[src/rtl/cpm_pkg.sv]
package cpm_pkg;

  localparam int TURBO_BIT = 0;
  localparam int FCS_BIT   = 1;
  localparam int CFG_BITS  = 2;

  localparam logic [1:0] PM_IDLE  = 2'd1;
  localparam logic [1:0] PM_SLEEP = 2'd3;

  typedef enum logic [1:0] {
    CMD_TURBO = 2'd0,
    CMD_FCS   = 2'd1,
    CMD_IDLE  = 2'd2,
    CMD_SLEEP = 2'd3
  } cmd_kind_e;

  typedef enum logic [1:0] {
    ST_RUN   = 2'd0,
    ST_DRAIN = 2'd1,
    ST_ISSUE = 2'd2,
    ST_WAIT  = 2'd3
  } seq_state_e;

endpackage

[src/rtl/cpm_cmd_dec.sv]
module cpm_cmd_dec
  import cpm_pkg::*;
(
  input  logic                cfg_wr_en,
  input  logic [CFG_BITS-1:0] cfg_bits,
  input  logic                pm_wr_en,
  input  logic [1:0]          pm_code,
  input  logic                busy,
  output logic                cmd_valid,
  output cmd_kind_e           cmd_kind,
  output logic                cfg_accept,
  output logic                cmd_reject
);

  logic pm_start;
  logic pm_accept;

  // Only the idle and sleep codes start anything.
  assign pm_start   = pm_wr_en && ((pm_code == PM_IDLE) || (pm_code == PM_SLEEP));
  assign cfg_accept = cfg_wr_en && !busy;
  assign pm_accept  = pm_start && !busy && !cfg_wr_en;
  assign cmd_valid  = cfg_accept || pm_accept;

  always_comb begin
    if (cfg_wr_en) begin
      cmd_kind = cfg_bits[FCS_BIT] ? CMD_FCS : CMD_TURBO;
    end else if (pm_code == PM_SLEEP) begin
      cmd_kind = CMD_SLEEP;
    end else begin
      cmd_kind = CMD_IDLE;
    end
  end

  // Dropped commands: anything while busy, or a power write colliding with a register write.
  assign cmd_reject = (busy && (cfg_wr_en || pm_start)) || (cfg_wr_en && pm_start);

endmodule

[src/rtl/cpm_cfg_reg.sv]
module cpm_cfg_reg
  import cpm_pkg::*;
#(
  parameter int DATA_W = 32
) (
  input  logic                clk,
  input  logic                rst_n,
  input  logic                soft_rst,
  input  logic                wr_accept,
  input  logic [CFG_BITS-1:0] wr_bits,
  input  logic                sleep_exit,
  input  logic                fcs_clr,
  output logic [DATA_W-1:0]   rd_data,
  output logic                turbo_o
);

  logic turbo_q, turbo_d;
  logic fcs_q, fcs_d;
  logic reg_en;

  always_comb begin
    turbo_d = turbo_q;
    fcs_d   = fcs_q;
    if (soft_rst) begin
      turbo_d = 1'b0;
      fcs_d   = 1'b0;
    end else if (wr_accept) begin
      turbo_d = wr_bits[TURBO_BIT];
      fcs_d   = wr_bits[FCS_BIT];
    end else if (sleep_exit) begin
      turbo_d = 1'b0;
      fcs_d   = 1'b0;
    end else if (fcs_clr) begin
      fcs_d   = 1'b0;
    end
  end

  assign reg_en = soft_rst || wr_accept || sleep_exit || fcs_clr;

  always_ff @(posedge clk or negedge rst_n) begin
    if (!rst_n) begin
      turbo_q <= 1'b0;
      fcs_q   <= 1'b0;
    end else if (reg_en) begin
      turbo_q <= turbo_d;
      fcs_q   <= fcs_d;
    end
  end

  always_comb begin
    rd_data            = '0;
    rd_data[TURBO_BIT] = turbo_q;
    rd_data[FCS_BIT]   = fcs_q;
  end

  assign turbo_o = turbo_q;

  AST_SLEEP_EXIT_CLR: assert property (@(posedge clk) disable iff (!rst_n)
    (sleep_exit && !wr_accept) |=> (!turbo_q && !fcs_q));

  AST_FCS_AUTO_CLR: assert property (@(posedge clk) disable iff (!rst_n)
    (fcs_clr && !wr_accept && !soft_rst) |=> (!fcs_q && $stable(turbo_q)));

  AST_SOFT_RST_CLR: assert property (@(posedge clk) disable iff (!rst_n)
    soft_rst |=> (!turbo_q && !fcs_q));

endmodule

[src/rtl/cpm_seq_fsm.sv]
module cpm_seq_fsm
  import cpm_pkg::*;
#(
  parameter int CNT_W = 4
) (
  input  logic             clk,
  input  logic             rst_n,
  input  logic             soft_rst,
  input  logic             cmd_valid,
  input  cmd_kind_e        cmd_kind,
  input  logic             cmd_reject,
  input  logic [CNT_W-1:0] mem_pending,
  input  logic             seq_done,
  input  logic             sleep_exit,
  output logic             turbo_req,
  output logic             fcs_req,
  output logic             idle_req,
  output logic             sleep_req,
  output logic             busy,
  output logic             err,
  output logic             fcs_clr
);

  seq_state_e state_q, state_d;
  cmd_kind_e  kind_q;
  logic       kind_en;
  logic       err_q, err_d;
  logic       drained;
  logic       done;
  logic       issuing;

  assign drained = (mem_pending == '0);
  // Sleep ends only on the exit indication; other commands end on the completion pulse.
  assign done    = (kind_q == CMD_SLEEP) ? sleep_exit : seq_done;
  assign kind_en = (state_q == ST_RUN) && cmd_valid && !soft_rst;

  always_comb begin
    state_d = state_q;
    err_d   = err_q;
    if (cmd_reject) begin
      err_d = 1'b1;
    end
    case (state_q)
      ST_RUN:   if (cmd_valid) state_d = ST_DRAIN;
      ST_DRAIN: if (drained)   state_d = ST_ISSUE;
      ST_ISSUE:                state_d = ST_WAIT;
      ST_WAIT:  if (done)      state_d = ST_RUN;
      default:                 state_d = ST_RUN;
    endcase
    if (soft_rst) begin
      state_d = ST_RUN;
      err_d   = 1'b0;
    end
  end

  always_ff @(posedge clk or negedge rst_n) begin
    if (!rst_n) begin
      state_q <= ST_RUN;
      err_q   <= 1'b0;
    end else begin
      state_q <= state_d;
      err_q   <= err_d;
    end
  end

  always_ff @(posedge clk or negedge rst_n) begin
    if (!rst_n) begin
      kind_q <= CMD_TURBO;
    end else if (kind_en) begin
      kind_q <= cmd_kind;
    end
  end

  assign issuing   = (state_q == ST_ISSUE);
  assign turbo_req = issuing && (kind_q == CMD_TURBO);
  assign fcs_req   = issuing && (kind_q == CMD_FCS);
  assign idle_req  = issuing && (kind_q == CMD_IDLE);
  assign sleep_req = issuing && (kind_q == CMD_SLEEP);
  assign busy      = (state_q != ST_RUN);
  assign err       = err_q;
  assign fcs_clr   = (state_q == ST_WAIT) && (kind_q == CMD_FCS) && seq_done;

  AST_REQ_ONEHOT: assert property (@(posedge clk) disable iff (!rst_n)
    $onehot0({turbo_req, fcs_req, idle_req, sleep_req}));

  AST_REQ_SINGLE: assert property (@(posedge clk) disable iff (!rst_n)
    (turbo_req || fcs_req || idle_req || sleep_req) |=>
      !(turbo_req || fcs_req || idle_req || sleep_req));

  AST_NO_ISSUE_PENDING: assert property (@(posedge clk) disable iff (!rst_n)
    (turbo_req || fcs_req || idle_req || sleep_req) |-> ($past(mem_pending) == '0));

  AST_ERR_STICKY: assert property (@(posedge clk) disable iff (!rst_n)
    (err && !soft_rst) |=> err);

  AST_REJECT_FLAG: assert property (@(posedge clk) disable iff (!rst_n)
    (cmd_reject && !soft_rst) |=> err);

  AST_SLEEP_HOLD: assert property (@(posedge clk) disable iff (!rst_n)
    ((state_q == ST_WAIT) && (kind_q == CMD_SLEEP) && !sleep_exit && !soft_rst) |=> busy);

  AST_SOFT_IDLE: assert property (@(posedge clk) disable iff (!rst_n)
    soft_rst |=> (!busy && !err));

endmodule

[src/rtl/clk_pwr_seq.sv]
module clk_pwr_seq
  import cpm_pkg::*;
#(
  parameter int DATA_W = 32,
  parameter int CNT_W  = 4
) (
  input  logic              clk,
  input  logic              rst_n,
  input  logic              wdt_rst,
  input  logic              pin_rst,
  input  logic              cfg_wr_en,
  input  logic [DATA_W-1:0] cfg_wr_data,
  output logic [DATA_W-1:0] cfg_rd_data,
  input  logic              pm_wr_en,
  input  logic [1:0]        pm_code,
  input  logic [CNT_W-1:0]  mem_pending,
  input  logic              seq_done,
  input  logic              sleep_exit,
  output logic              turbo_req,
  output logic              fcs_req,
  output logic              idle_req,
  output logic              sleep_req,
  output logic              turbo_lvl,
  output logic              busy,
  output logic              cmd_err
);

  logic                soft_rst;
  logic [CFG_BITS-1:0] cfg_bits;
  logic                unused_rsvd;
  logic                cmd_valid;
  cmd_kind_e           cmd_kind;
  logic                cfg_accept;
  logic                cmd_reject;
  logic                fcs_clr;
  logic                busy_int;

  assign soft_rst    = wdt_rst || pin_rst;
  assign cfg_bits    = cfg_wr_data[CFG_BITS-1:0];
  assign unused_rsvd = ^cfg_wr_data[DATA_W-1:CFG_BITS];

  cpm_cmd_dec u_dec (
    .cfg_wr_en  (cfg_wr_en),
    .cfg_bits   (cfg_bits),
    .pm_wr_en   (pm_wr_en),
    .pm_code    (pm_code),
    .busy       (busy_int),
    .cmd_valid  (cmd_valid),
    .cmd_kind   (cmd_kind),
    .cfg_accept (cfg_accept),
    .cmd_reject (cmd_reject)
  );

  cpm_cfg_reg #(.DATA_W(DATA_W)) u_cfg (
    .clk        (clk),
    .rst_n      (rst_n),
    .soft_rst   (soft_rst),
    .wr_accept  (cfg_accept),
    .wr_bits    (cfg_bits),
    .sleep_exit (sleep_exit),
    .fcs_clr    (fcs_clr),
    .rd_data    (cfg_rd_data),
    .turbo_o    (turbo_lvl)
  );

  cpm_seq_fsm #(.CNT_W(CNT_W)) u_seq (
    .clk         (clk),
    .rst_n       (rst_n),
    .soft_rst    (soft_rst),
    .cmd_valid   (cmd_valid),
    .cmd_kind    (cmd_kind),
    .cmd_reject  (cmd_reject),
    .mem_pending (mem_pending),
    .seq_done    (seq_done),
    .sleep_exit  (sleep_exit),
    .turbo_req   (turbo_req),
    .fcs_req     (fcs_req),
    .idle_req    (idle_req),
    .sleep_req   (sleep_req),
    .busy        (busy_int),
    .err         (cmd_err),
    .fcs_clr     (fcs_clr)
  );

  assign busy = busy_int;

endmodule

[config.mk]
export PLATFORM = sky130hd
export DESIGN_NAME = clk_pwr_seq
export DESIGN_NICKNAME = d
export VERILOG_FILES = /design/src/rtl/cpm_pkg.sv /design/src/rtl/cpm_cmd_dec.sv /design/src/rtl/cpm_cfg_reg.sv /design/src/rtl/cpm_seq_fsm.sv /design/src/rtl/clk_pwr_seq.sv
export SDC_FILE = /design/constraint.sdc
export NUM_CORES = 1
export LEC_CHECK = 0
export BUFFER_PORTS_ARGS = -buffer_cell sky130_fd_sc_hd__buf_4
export CAP_MARGIN = 20
export CORE_MARGIN = 2
export CORE_UTILIZATION = 30
export DETAILED_ROUTE_END_ITERATION = 8
export GPL_TIMING_DRIVEN = 0
export PLACE_DENSITY_LB_ADDON = 0.25
export SLEW_MARGIN = 15
export SYNTH_ARGS = -nofsm -noshare
export SYNTH_HDL_FRONTEND = slang
export SYNTH_SLANG_ARGS = --single-unit
export TNS_END_PERCENT = 50
[constraint.sdc]
create_clock -name clk -period 1.53 [get_ports clk]
set_input_delay 0.0765 -clock clk [delete_from_list [all_inputs] [get_ports clk]]
set_output_delay 0.0765 -clock clk [all_outputs]
set_load 0.05 [all_outputs]
==> results.sh, run 1 <==
export IMPL_fill_cells=245
export IMPL_ctsLongestPathBuffers=2
export IMPL_finalSetupTns_ps=-16.6
export IMPL_area_growth_pct=61.6
export IMPL_hold_viol_final=0
export IMPL_cts_buffers_inserted=3
export IMPL_syn_area_um2=747
export IMPL_routed_wl_um=1520
export IMPL_setup_viol=1
export IMPL_layout_drive_gt1_share_pct=48.7
export IMPL_die_area_um2=2910
export IMPL_whs_path_depth=3
export IMPL_yosys_top_cells_area="buf_4 32%, dfrtp_1 23%, ha_1 8.4%, a21boi_0 3.0%, nand2_1 3.0%"
export IMPL_crit_arrival_ps=1680
export IMPL_insertedDiodeCount=0
export IMPL_syn_inst=88
export IMPL_synth_top_area_cell="buf_4"
export IMPL_io_pins=85
export IMPL_fin_worst_skew_ps=5.58
export IMPL_yosysSeqAreaShare_pct=23.5
export IMPL_grt_total_usage_pct=10.7
export IMPL_synth_top_cell_area_share_pct=32.2
export IMPL_initial_core_util_pct=31.0
export IMPL_cp_slowest_cell="or4_1"
export IMPL_path_max_fanout=3
export IMPL_yosysMostFrequentCell="buf_4"
export IMPL_max_stage_delay_ps=520
export IMPL_path_cells="buf_6 -> ha_4 -> inv_2 -> a311oi_1 -> or4_1 -> o211a_1"
export IMPL_cts_tree="done"
export IMPL_numPortBuffers=23
export IMPL_p_leak_nw=0.668
export IMPL_crit_cells=6
export IMPL_grt_first_pass_wirelength_um=2210
export IMPL_status="finished, violations left"
export IMPL_dp_hpwl_um=1230
export IMPL_period_share_pct=101
export IMPL_setup_ws_ps=-16.6
export IMPL_fmax_ghz=0.647
export IMPL_clkLatencyLatePin_ps=250
export IMPL_drt_iter0_markers=2
export IMPL_die_w_um=53.9
export IMPL_row_count=18
export IMPL_slew_viol_final=0
export IMPL_drc=0
export IMPL_gp_congestion=0.707
export IMPL_synth_distinct_cells=29
export IMPL_drt_first_pass_iters=4
export IMPL_critPathCaptureType="register"
export IMPL_synth_seq_cells=7
export IMPL_numClockSinks=7
export IMPL_grt_max_degree=10
export IMPL_layout_nets=202
export IMPL_rsz0062_at_grt="true"
export IMPL_yosys_top_cells_count="32 x buf_4, 7 x dfrtp_1, 6 x nand2_1"
export IMPL_pwr_density_cell_nw_per_um2=668
export IMPL_routed_via_density=3.74
export IMPL_grt_ovfl_total=0
export IMPL_fin_hold_ws_ps=108
export IMPL_clkTransAtPathRegs_ps=50
export IMPL_hold_class="in -> reg"
export IMPL_ant_nets=0
export IMPL_final_util_pct=50.1
export IMPL_antenna_found_initial=0
export IMPL_synth_edf_count=0
export IMPL_period_needed_ps=1550
export IMPL_cp_required_ps=1660
export IMPL_die_h_um=53.9
export IMPL_yosysWarnings=0
export IMPL_async_reset_ff_share_pct=100
export IMPL_clockRootBuffer="clkbuf_4"
export IMPL_critPathKind="reg -> reg"
export IMPL_violations="setup timing"
export IMPL_cts_htree_levels=1
export IMPL_grt_pass1_vias=552
export IMPL_syn_avg_cell_area_um2=8.49
export IMPL_ff2ff_path_depth=6
export IMPL_critPathBufInv=2
export IMPL_core_area_um2=2410
export IMPL_maxCapViolations=0
export IMPL_vias=673
export IMPL_yosys_most_used_dff="dfrtp_1"
export IMPL_worst_setup_path_start_kind="register"
export IMPL_ir_worst_vdd_mv=0.429
export IMPL_routedWlPerCell_um=8.42
export IMPL_critPathTopFamily="simple AND/OR/NAND/NOR gates"
[through the flow]
stage / std cells / worst slack, ps / area (um^2) / total power [mW]
2_1_floorplan: 117 / -129 / 861 / 0.538
3_3_place_gp: 170 / -241 / 1070 / 0.602
3_5_place_dp: 170 / -250 / 1070 / 0.605
4_1_cts: 180 / -8.84 / 1190 / 0.804
5_1_grt: 180 / -64.9 / 1210 / 0.858
6_report: 180 / -16.6 / 1210 / 0.807
[power breakdown]
group	internal, mW	switching (mW)
clock network	0.0996	0.0690
registers	0.203	0.0267
logic	0.146	0.262
[registers in the layout (all words and copies together), names as in the netlist]
signal	flops
u_seq.kind_q	2
u_cfg.fcs_q	1
u_seq.err	1
u_cfg.turbo_o	1
u_seq.state_q	2
[layout by cell type (no fill, tap or decap), drive strengths merged, types with 2 or more instances in the layout]
master	Yosys	routed
inv	4	4
nand4b	2	2
nand3	2	2
nor2	3	3
conb	1	30
buf	33	59
nor3b	2	2
clkbuf	1	5
dfrtp	7	7
ha	5	5
nand2	6	6
a21oi	3	3
a21boi	3	3
o21ai	3	3
dlygate4sd3	0	3
[cell type report]
cell class | count | area, um^2 | area share (%)
Inverter | 4 | 15.0 | 1.24
Timing Repair Buffer | 30 | 240 | 19.9
Tap cell | 30 | 37.5 | 3.11
Multi-Input combinational cell | 72 | 468 | 38.8
Clock buffer | 4 | 26.3 | 2.18
Buffer | 33 | 244 | 20.2
Sequential cell | 7 | 176 | 14.6
[final timing paths]
| path | slack [ps] | startpoint | end |
|---|---|---|---|
| setup / recovery | -20 | u_seq.state_q[0]$_DFFE_PN0P_ | u_seq.state_q[0]$_DFFE_PN0P_ |
| hold / removal | 110 | cfg_wr_data[0] | u_cfg.turbo_o$_DFFE_PN0P_ |
| setup reg to reg | -20 | u_seq.state_q[0]$_DFFE_PN0P_ | u_seq.state_q[0]$_DFFE_PN0P_ |
| hold reg to reg | 550 | u_seq.err$_DFFE_PN0P_ | u_seq.err$_DFFE_PN0P_ |
| max in group asynchronous | 1230 | rst_n | u_seq.kind_q[0]$_DFFE_PN0P_ |
| min in group asynchronous | 170 | rst_n | u_cfg.turbo_o$_DFFE_PN0P_ |
[routing by layer]
layer	GRT usage [%]	vias up	wire length, um
met2	20.7	29	798
li1	-	362	-
met1	10.3	282	560
met3	5.00	0	157
met4	1.28	0	0
met5	0	-	0
[repair_timing]
item / CTS / global route
hold buffers: 3 / 0
endpoints found under the hold margin: 8 / 0
setup endpoints to repair: 2 / 4
buffers inserted: 4 / 0
resized for setup: 11 / 3
pin swaps: 2 / 1
[worst register-to-register path: cells and delay by family (launching register included)]
| kind | cells | cell delay, ps |
|---|---|---|
| compound gates | 2 | 180 |
| flops | 1 | 400 |
| simple gates | 1 | 520 |
| buf+inv | 2 | 180 |
| fa+ha+maj | 1 | 150 |
[cell families after synthesis]
group,share of synthesized area [%]
simple gates,14.9
compound gates,16.1
buf+inv,35.3
mux,1.34
flops,23.5
fa+ha+maj,8.38
other cells,0.502
No activity file was read; power rests on OpenSTA's default activity.
==> run 2: changes to the inputs <==
--- a/config.mk
+++ b/config.mk
@@ -9,9 +9,11 @@
 export CAP_MARGIN = 20
 export CORE_MARGIN = 2
 export CORE_UTILIZATION = 30
+export CTS_BUF_LIST = sky130_fd_sc_hd__clkbuf_16
 export DETAILED_ROUTE_END_ITERATION = 8
 export GPL_TIMING_DRIVEN = 0
 export PLACE_DENSITY_LB_ADDON = 0.25
+export REMOVE_ABC_BUFFERS = 1
 export SLEW_MARGIN = 15
 export SYNTH_ARGS = -nofsm -noshare
 export SYNTH_HDL_FRONTEND = slang
==> run 2 against run 1 <==
  * The run still ends with setup timing left
  * Largest power group is now clock
  * Clock skew down 3.8 ps
  * Highest routed layer is now met4
  * Core utilization down 8.0 points
  * Critical endpoint unchanged
  * Critical path depth unchanged
  * Sequential power about the same
  * Non-clock buffer count down 32
  * Die area unchanged
  * Register-to-register slack about the same
  * Critical path type unchanged
  * Final area down 16%
==> results.sh, run 2 (synthesized netlist as in run 1, its figures left out) <==
export IMPL_power_clock_fraction_pct=43.4
export IMPL_cp_startpoint="u_seq.state_q[0]$_DFFE_PN0P_"
export IMPL_reg_top3="u_seq.kind_q (2), u_seq.state_q (2)"
export IMPL_vias=608
export IMPL_slew_viol_final=0
export IMPL_routed_wl_um=1470
export IMPL_io_pins=85
export IMPL_ctsLongestPathBuffers=2
export IMPL_met1Wirelength_um=568
export IMPL_grt_total_usage_pct=10.7
export IMPL_hold_viol_final=0
export IMPL_violations="setup timing"
export IMPL_ant_nets=0
export IMPL_drc=0
export IMPL_grt_ovfl_total=0
export IMPL_path_cells="buf_6 -> ha_4 -> inv_2 -> a311oi_1 -> or4_1 -> o211a_1"
export IMPL_setup_viol=1
export IMPL_layout_nets=170
export IMPL_cts_tree="done"
export IMPL_grt_pass1_vias=517
export IMPL_p_seq_share_pct=22.5
export IMPL_critPathKind="reg -> reg"
export IMPL_numPortBuffers=24
export IMPL_route_met3_wl_um=149
export IMPL_p_int_mw=0.640
export IMPL_row_count=18
export IMPL_rsz0062_at_grt="true"
export IMPL_clkTransAtPathRegs_ps=40
export IMPL_power_switching_mw=0.385
export IMPL_grt_max_degree=10
export IMPL_drt_iter0_markers=7
export IMPL_status="finished, violations left"
export IMPL_layout_drive_gt1_share_pct=35.6
export IMPL_ir_worst_vdd_mv=0.736
export IMPL_wl_met2_um=744
export IMPL_routedWlPerCell_um=9.96
export IMPL_fin_area_um2=1010
export IMPL_layout_commonest_cell="conb_1"
export IMPL_crit_arrival_ps=1670
export IMPL_area_growth_pct=35.8
export IMPL_cp_required_ps=1650
export IMPL_numClockSinks=7
export IMPL_die_w_um=53.9
export IMPL_critPathBufInv=2
export IMPL_period_share_pct=101
export IMPL_fmax_ghz=0.646
export IMPL_antenna_found_initial=0
export IMPL_routed_via_density=4.11
export IMPL_clockRootBuffer="clkbuf_16"
export IMPL_cts_buffers_inserted=3
export IMPL_worstHoldStart="wdt_rst"
export IMPL_swShare_pct=37.6
export IMPL_layout_common_cells="30 x conb_1, 28 x buf_4, 7 x dfrtp_1"
export IMPL_cts_htree_levels=1
export IMPL_insertedDiodeCount=0
export IMPL_die_area_um2=2910
export IMPL_highest_layer="met4"
export IMPL_path_max_fanout=3
export IMPL_p_comb_share_pct=34.2
export IMPL_dp_hpwl_um=1100
export IMPL_critPathCaptureType="register"
export IMPL_cp_slowest_cell="or4_1"
export IMPL_grt_first_pass_wirelength_um=2170
export IMPL_finalSetupTns_ps=-18.4
export IMPL_setup_ws_ps=-18.4
export IMPL_period_needed_ps=1550
export IMPL_place_area_um2=825
export IMPL_reg2reg_from="u_seq.state_q[0]$_DFFE_PN0P_"
export IMPL_hold_class="in -> reg"
export IMPL_critPathTopFamily="simple AND/OR/NAND/NOR gates"
export IMPL_worst_setup_path_start_kind="register"
export IMPL_fill_cells=249
export IMPL_pwr_density_cell_nw_per_um2=1010
export IMPL_p_leak_nw=0.526
export IMPL_clkLatencyLatePin_ps=230
export IMPL_initial_core_util_pct=31.0
export IMPL_maxCapViolations=0
export IMPL_drt_first_pass_iters=4
export IMPL_die_h_um=53.9
export IMPL_fin_worst_skew_ps=1.81
export IMPL_max_stage_delay_ps=510
export IMPL_gp_congestion=0.773
export IMPL_core_area_um2=2410
==> run 2: cell types whose count changed in the layout (fill, tap and decap cells not counted), moves of 2 or more <==
cell,change
buf_4,-29
clkbuf_16,+3
clkbuf_4,-3
clkbuf_1,-2
dlygate4sd3_1,-2
==> run 2: area by class of cell <==
cell class / count / area (um^2) / share of cell area, %
inverters: 4 / 15.0 / 1.48
repair buffers: 31 / 243 / 23.9
well taps: 30 / 37.5 / 3.70
clock buffers: 3 / 75.1 / 7.40
multi-input cells: 72 / 465 / 45.9
flip-flops and latches: 7 / 175 / 17.3
clock inverters: 1 / 3.75 / 0.370
==> run 2: routing by layer <==
layer	GRT usage, %	up-vias
met5	0	-
met4	4.27	0
met3	5.83	2
met2	18.1	32
met1	11.0	277
li1	-	297
==> run 2: metrics by stage <==
step | utilization, % | worst slack (ps) | total power, mW | cells | hold slack [ps]
2_1_floorplan | - | -396 | 0.469 | 83 | -219
3_3_place_gp | 34.2 | -243 | 0.539 | 137 | -105
3_5_place_dp | 34.2 | -260 | 0.540 | 137 | -107
4_1_cts | 39.1 | -42.3 | 0.998 | 144 | 3.94
5_1_grt | 42.1 | -83.9 | 1.07 | 148 | 15.6
6_report | 42.1 | -18.4 | 1.02 | 148 | 2.95
==> run 2: worst register-to-register path, cell delays in order (launching register included) <==
cell      delay [ps]
dfrtp_1          400
buf_6            150
ha_4             150
inv_2             40
a311oi_1          40
or4_1            510
o211a_1          140
==> run 2: final timing paths <==
path                       slack, ps                           end  depth (start not counted)
max reg2reg                      -20  u_seq.state_q[0]$_DFFE_PN0P_                          6
min reg2reg                      550         u_seq.err$_DFFE_PN0P_                          2
max                              -20  u_seq.state_q[0]$_DFFE_PN0P_                          6
max in group asynchronous       1220     u_cfg.turbo_o$_DFFE_PN0P_                          2
min                                3         u_seq.err$_DFFE_PN0P_                          2
min in group asynchronous        190         u_seq.err$_DFFE_PN0P_                          2
==> run 2: timing repair <==
action                                  in CTS  in global routing
resized for setup                            5                  8
hold buffers                                 1                  0
cloned                                       0                  0
pin swaps                                    0                  2
buffers inserted                             2                  4
endpoints found under the setup margin       2                  2
endpoints found under the hold margin        7                  0
==> run 2: power groups by stage <==
stage	clock, mW	sequential [mW]	combinational, mW
final	0.444	0.230	0.350
after global routing	0.464	0.234	0.373
after CTS	0.447	0.228	0.324
after detailed placement	0	0.231	0.310
after global placement	0	0.231	0.308
after floorplan	0	0.235	0.234
